<file path="src/rtl/lim_thr_pkg.sv">
package lim_thr_pkg;
  localparam int V_W    = 16;
  localparam int S_W    = 16;
  localparam int S_FRAC = 12;
  localparam int H_W    = 5;
  localparam int F_FRAC = 15;

  // Q2.15 factor for (100 - h)%, rounded half up
  function automatic int hdr_factor(input int h, input int frac);
    return ((100 - h) * (1 << frac) + 50) / 100;
  endfunction
endpackage

</file>
<file path="src/rtl/lim_thr_curve.sv">
module lim_thr_curve #(
  parameter int V_W    = 16,
  parameter int S_W    = 16,
  parameter int S_FRAC = 12
) (
  input  logic [V_W-1:0] sup_i,
  input  logic [V_W-1:0] max_i,
  input  logic [V_W-1:0] infl_i,
  input  logic [S_W-1:0] slope_i,
  input  logic [V_W-1:0] min_i,
  output logic [V_W-1:0] thr_o
);
  localparam int P_W = V_W + S_W;
  localparam int D_W = P_W - S_FRAC;

  logic [V_W-1:0] diff;
  logic [P_W-1:0] prod;
  logic [D_W-1:0] drop;
  logic [V_W-1:0] cand;

  always_comb begin
    diff = infl_i - sup_i;
    prod = P_W'(slope_i) * P_W'(diff);
    drop = prod[P_W-1:S_FRAC];
    cand = (drop >= D_W'(max_i)) ? '0 : max_i - V_W'(drop);
    if (sup_i >= infl_i) thr_o = max_i;
    else if (cand < min_i) thr_o = min_i;
    else thr_o = cand;
  end
endmodule

</file>
<file path="src/rtl/lim_thr_hdr.sv">
module lim_thr_hdr
  import lim_thr_pkg::*;
#(
  parameter int V_W    = 16,
  parameter int H_W    = 5,
  parameter int F_FRAC = 15
) (
  input  logic [V_W-1:0] sup_i,
  input  logic [H_W-1:0] hdr_i,
  output logic [V_W-1:0] thr_o
);
  localparam int F_W   = F_FRAC + 2;
  localparam int N_HDR = 1 << H_W;
  localparam int P_W   = V_W + F_W;
  localparam int R_W   = P_W - F_FRAC;

  logic [F_W-1:0] lut [N_HDR];
  logic [P_W-1:0] prod;
  logic [R_W-1:0] scaled;

  for (genvar g = 0; g < N_HDR; g++) begin : g_lut
    localparam int H = (g >= N_HDR / 2) ? g - N_HDR : g;
    assign lut[g] = F_W'(hdr_factor(H, F_FRAC));
  end

  always_comb begin
    prod   = P_W'(sup_i) * P_W'(lut[hdr_i]);
    scaled = prod[P_W-1:F_FRAC];
    thr_o  = (|scaled[R_W-1:V_W]) ? '1 : scaled[V_W-1:0];
  end
endmodule

</file>
<file path="src/rtl/lim_thr_top.sv">
module lim_thr_top
  import lim_thr_pkg::*;
(
  input  logic             clk_i,
  input  logic             rst_ni,
  input  logic [V_W-1:0]   sup_i,
  input  logic             sup_vld_i,
  input  logic [V_W-1:0]   max_thr_i,
  input  logic [V_W-1:0]   infl_i,
  input  logic [S_W-1:0]   slope_i,
  input  logic [V_W-1:0]   min_thr_i,
  input  logic [H_W-1:0]   hdr_i,
  input  logic             dyn_mode_i,
  output logic [V_W-1:0]   thr_o,
  output logic             thr_vld_o
);
  logic [V_W-1:0] bp_thr, dyn_thr, thr_q;
  logic           primed_q, vld_q;

  lim_thr_curve #(.V_W(V_W), .S_W(S_W), .S_FRAC(S_FRAC)) i_curve (
    .sup_i  (sup_i),
    .max_i  (max_thr_i),
    .infl_i (infl_i),
    .slope_i(slope_i),
    .min_i  (min_thr_i),
    .thr_o  (bp_thr)
  );

  lim_thr_hdr #(.V_W(V_W), .H_W(H_W), .F_FRAC(F_FRAC)) i_hdr (
    .sup_i(sup_i),
    .hdr_i(hdr_i),
    .thr_o(dyn_thr)
  );

  always_ff @(posedge clk_i or negedge rst_ni) begin
    if (!rst_ni) begin
      thr_q    <= '0;
      primed_q <= 1'b0;
      vld_q    <= 1'b0;
    end else begin
      vld_q <= sup_vld_i;
      if (sup_vld_i) begin
        thr_q    <= dyn_mode_i ? dyn_thr : bp_thr;
        primed_q <= 1'b1;
      end
    end
  end

  // before the first sample, follow the programmed ceiling
  assign thr_o     = primed_q ? thr_q : max_thr_i;
  assign thr_vld_o = vld_q;
endmodule

</file>
<file path="config.mk">
export PLATFORM = sky130hd
export DESIGN_NAME = lim_thr_top
export DESIGN_NICKNAME = d
export VERILOG_FILES = /design/src/rtl/lim_thr_pkg.sv /design/src/rtl/lim_thr_curve.sv /design/src/rtl/lim_thr_hdr.sv /design/src/rtl/lim_thr_top.sv
export SDC_FILE = /design/constraint.sdc
export NUM_CORES = 1
export LEC_CHECK = 0
export BUFFER_PORTS_ARGS = -buffer_cell sky130_fd_sc_hd__clkbuf_2
export CAP_MARGIN = 20
export CORE_ASPECT_RATIO = 0.8
export CORE_UTILIZATION = 35
export DETAILED_ROUTE_END_ITERATION = 10
export HOLD_SLACK_MARGIN = 0.02
export PLACE_DENSITY = 0.53
export SYNTH_ARGS = -nofsm -noshare
export SYNTH_HDL_FRONTEND = slang
export SYNTH_SLANG_ARGS = --single-unit
</file>
<file path="constraint.sdc">
create_clock -name clk_i -period 1.55 [get_ports clk_i]
set_input_delay 0.155 -clock clk_i [delete_from_list [all_inputs] [get_ports clk_i]]
set_output_delay 0.155 -clock clk_i [all_outputs]
set_load 0.05 [all_outputs]
</file>
==> reports/results.ini <==
[timing]
rsz0062_at_grt=true
finClkSkew_ns=0
fmax_mhz=84.7
setup_ws_ns=-10.26
setup_violations=16
hold_ws_ns=0.264
worst_pin_slew_ns=0.586
report.final.hold_viol_count=0
layout_min_cycle_time_ns=11.81
drv_slew=0
final_worst_path_cycle_share=7.62
slew_headroom=0.606

[clock_tree]
clkTransAtPathRegs_ns=0.06
cts_max_path_buffers=2
clock_tree.root_cell=sky130_fd_sc_hd__clkbuf_16
cts-buffers-inserted=3
clock-sinks=18
htreeDepth=1
clock_latency_reported_for_the_late_side_of_the_worst_skew_pair_ns=0.25
tritoncts=yes

[drt]
dr.first_iter.drc_count=1035
wl_met1_um=32000
via_density=4.86
drt-total-wl_um=64100
post_drt_wl_per_cell_um=17.2
wl_met2_um=27500
detail-route-antenna-nets=0
drt-pass1-iter-count=5
detailed_route_wirelength_on_metal3_um=4110
maxUsedRoutingLayer=met5
drt_drc_violations_left=0
vias=18200

[final_layout]
share_of_post_route_cells_with_drive_strength_above_1=0.264
synthToLayoutAreaGrowth_pct=30.4
multiInputGateArea_sq_um=18300
nets=3728
final_core_utilization=0.461
ff_latch_area_sq_um=450
fillers=5764

[flow_run]
max-cap-violations=0

[synthesis]
ys.warnings.count=0
synth_enable_flop_cells=0
netlist-cell-type-count=88
synth_async_sr_flop_share=1.00
syn_area_sq_um=20600
synthDominantAreaCellType=sky130_fd_sc_hd__fa_1
synth_fp_nets=3158
synth_seq_area_share=0.0219
post_synth_main_area_contributors=sky130_fd_sc_hd__fa_1 38%, sky130_fd_sc_hd__ha_1 17%, sky130_fd_sc_hd__inv_1 9.1%, sky130_fd_sc_hd__nand2_1 5.9%, sky130_fd_sc_hd__and2_1 5.1%
synth_largest_type_area_fraction=0.379
yosys_register_bits=18
synth_ff_type=sky130_fd_sc_hd__dfrtp_1
netlist_instances=2401
post_synth.cell_area_avg_sq_um=8.56

[worst_setup_path]
critical_path_class=in -> reg
worstPathArrival_ns=11.94
critPathRequiredTime_ns=1.68
worstSetupStartpointType=input pin
timing.critical_path.slowest_stage_cell=sky130_fd_sc_hd__fa_1
r2r.worst_path.cells=5
timing.critical_path.to_type=flip-flop
worst_path_most_repeated_cell=sky130_fd_sc_hd__a21o_1
cpPeakStageDelay_ns=0.55
worstPathMaxFanout=6

[grt]
grt_antenna_before_repair=4
grt_usage=0.225
grt_max_degree=34
grt_pass1_vias=19500
grt_pass1_wl_um=105000
globalRouteOverflowTotal=0

[min_path]
hold_path_depth=2
holdCritPathClass=in -> reg

[die]
initial_utilization=0.354
die_height_um=219
floorplan.rows=79
io_pins=106
die_area_sq_um=59700
floorplan.core_area_sq_um=58100
fp.dieW_um=273

[outcome]
run_status=complete, but fails checks
failed_checks=negative setup slack

[placement]
hpwl_um=56900
numPortBuffers=105
globalplace.congestion=0.913
pre_cts_setup_slack_ns=-10.83

[cells in the final DEF, fill, tap and decap left out, types with 12 or more instances in the layout]
cell type / netlist / final
sky130_fd_sc_hd__dfrtp_1: 18 / 18
sky130_fd_sc_hd__nor2b_1: 25 / 23
sky130_fd_sc_hd__o21ai_0: 59 / 36
sky130_fd_sc_hd__mux2i_1: 18 / 13
sky130_fd_sc_hd__fa_1: 389 / 386
sky130_fd_sc_hd__a21oi_1: 55 / 49
sky130_fd_sc_hd__o21a_1: 13 / 13
sky130_fd_sc_hd__nor3_1: 25 / 23
sky130_fd_sc_hd__nand3_1: 22 / 21
sky130_fd_sc_hd__clkbuf_2: 1 / 85
sky130_fd_sc_hd__a21o_1: 29 / 29
sky130_fd_sc_hd__buf_12: 0 / 26
sky130_fd_sc_hd__inv_1: 496 / 488
sky130_fd_sc_hd__nand2b_1: 27 / 27
sky130_fd_sc_hd__a211oi_2: 10 / 14
sky130_fd_sc_hd__ha_1: 279 / 271
sky130_fd_sc_hd__xnor2_1: 33 / 33
sky130_fd_sc_hd__and2_1: 169 / 167
sky130_fd_sc_hd__and3_1: 15 / 13
sky130_fd_sc_hd__buf_6: 3 / 12
sky130_fd_sc_hd__buf_4: 1 / 529
sky130_fd_sc_hd__nand4_1: 14 / 14
sky130_fd_sc_hd__nand2_1: 323 / 322
sky130_fd_sc_hd__o21ai_1: 5 / 21
sky130_fd_sc_hd__nor2_1: 102 / 100
sky130_fd_sc_hd__xor2_1: 23 / 22
[area by class of cell]
type                       instances  area share
timing repair buffer             656       0.190
tap                              769      0.0359
multi-input combinational       1793       0.684
antenna                            2    0.000187
clock buffer                       3     0.00280
sequential                        18      0.0168
inverter                         499      0.0702
[routing by layer]
layer  up-vias  global-route usage
li1       8643                   -
met1      9066               0.345
met2       447               0.341
met3        34              0.0355
met4         4              0.0186
met5         -                   0
[logic make-up (layout without fill, tap and decap cells)]
logic type	after synthesis	count (layout)	synth area share
other	0	2	0
adders and majority gates	668	668	0.549
DFF	18	18	0.0219
buffers and inverters	590	1158	0.109
muxes	22	22	0.0121
and+or+nand+nor	769	769	0.185
AOI/OAI and AO/OA	276	276	0.0979
xor gates and xnor gates	58	58	0.0254
[state kept, by name, summed over array words and instances, names as in the netlist]
register,flops
primed_q,1
thr_q,16
thr_vld_o,1
[stage by stage]
step / area (sq um) / std cells / setup TNS [ns]
3_5_place_dp: 26100 / 3708 / -171.59
6_report: 26800 / 3740 / -162.80
3_3_place_gp: 26100 / 3708 / -168.68
2_1_floorplan: 20800 / 2401 / -162.42
4_1_cts: 26600 / 3731 / -160.48
5_1_grt: 26800 / 3738 / -170.83
[cell usage after synthesis, types with 23 or more instances]
cell	count
sky130_fd_sc_hd__inv_1	496
sky130_fd_sc_hd__fa_1	389
sky130_fd_sc_hd__nand2_1	323
sky130_fd_sc_hd__ha_1	279
sky130_fd_sc_hd__and2_1	169
sky130_fd_sc_hd__nor2_1	102
sky130_fd_sc_hd__clkbuf_1	78
sky130_fd_sc_hd__o21ai_0	59
sky130_fd_sc_hd__a21oi_1	55
sky130_fd_sc_hd__xnor2_1	33
sky130_fd_sc_hd__a21o_1	29
sky130_fd_sc_hd__nand2b_1	27
sky130_fd_sc_hd__nor2b_1	25
sky130_fd_sc_hd__nor3_1	25
sky130_fd_sc_hd__xor2_1	23
[path summary, 6_finish.rpt]
path	slack (ns)	endpoint	startpoint
worst max-delay path	-10.26	thr_q[4]	sup_i[2]
worst min-delay path	0.26	thr_vld_o	sup_vld_i
worst max register to register	0.39	thr_q[6]	thr_q[6]
worst min register to register	0.56	thr_q[7]	thr_q[7]
max in group asynchronous	0.78	thr_q[8]	rst_ni
min in group asynchronous	0.41	thr_vld_o	rst_ni
[repair_timing]
action | 4_1_cts | 5_1_grt
pin swaps | 26 | 26
setup buffers | 19 | 7
setup endpoints to repair | 18 | 16
resized for setup | 56 | 26
hold endpoints to repair | 18 | 0
hold buffers | 1 | 0
[critical path, delay by kind of cell]
| family | cells | cell delay (ns) |
|---|---|---|
| buffers and inverters | 5 | 0.55 |
| adders and majority gates | 10 | 3.93 |
| xor gates and xnor gates | 1 | 0.09 |
| AOI/OAI and AO/OA | 27 | 5.18 |
| and+or+nand+nor | 12 | 1.88 |
| muxes | 1 | 0.16 |
Power is not shown: default switching activity piles up to over one toggle a cycle in this logic, so the estimate is an artifact.
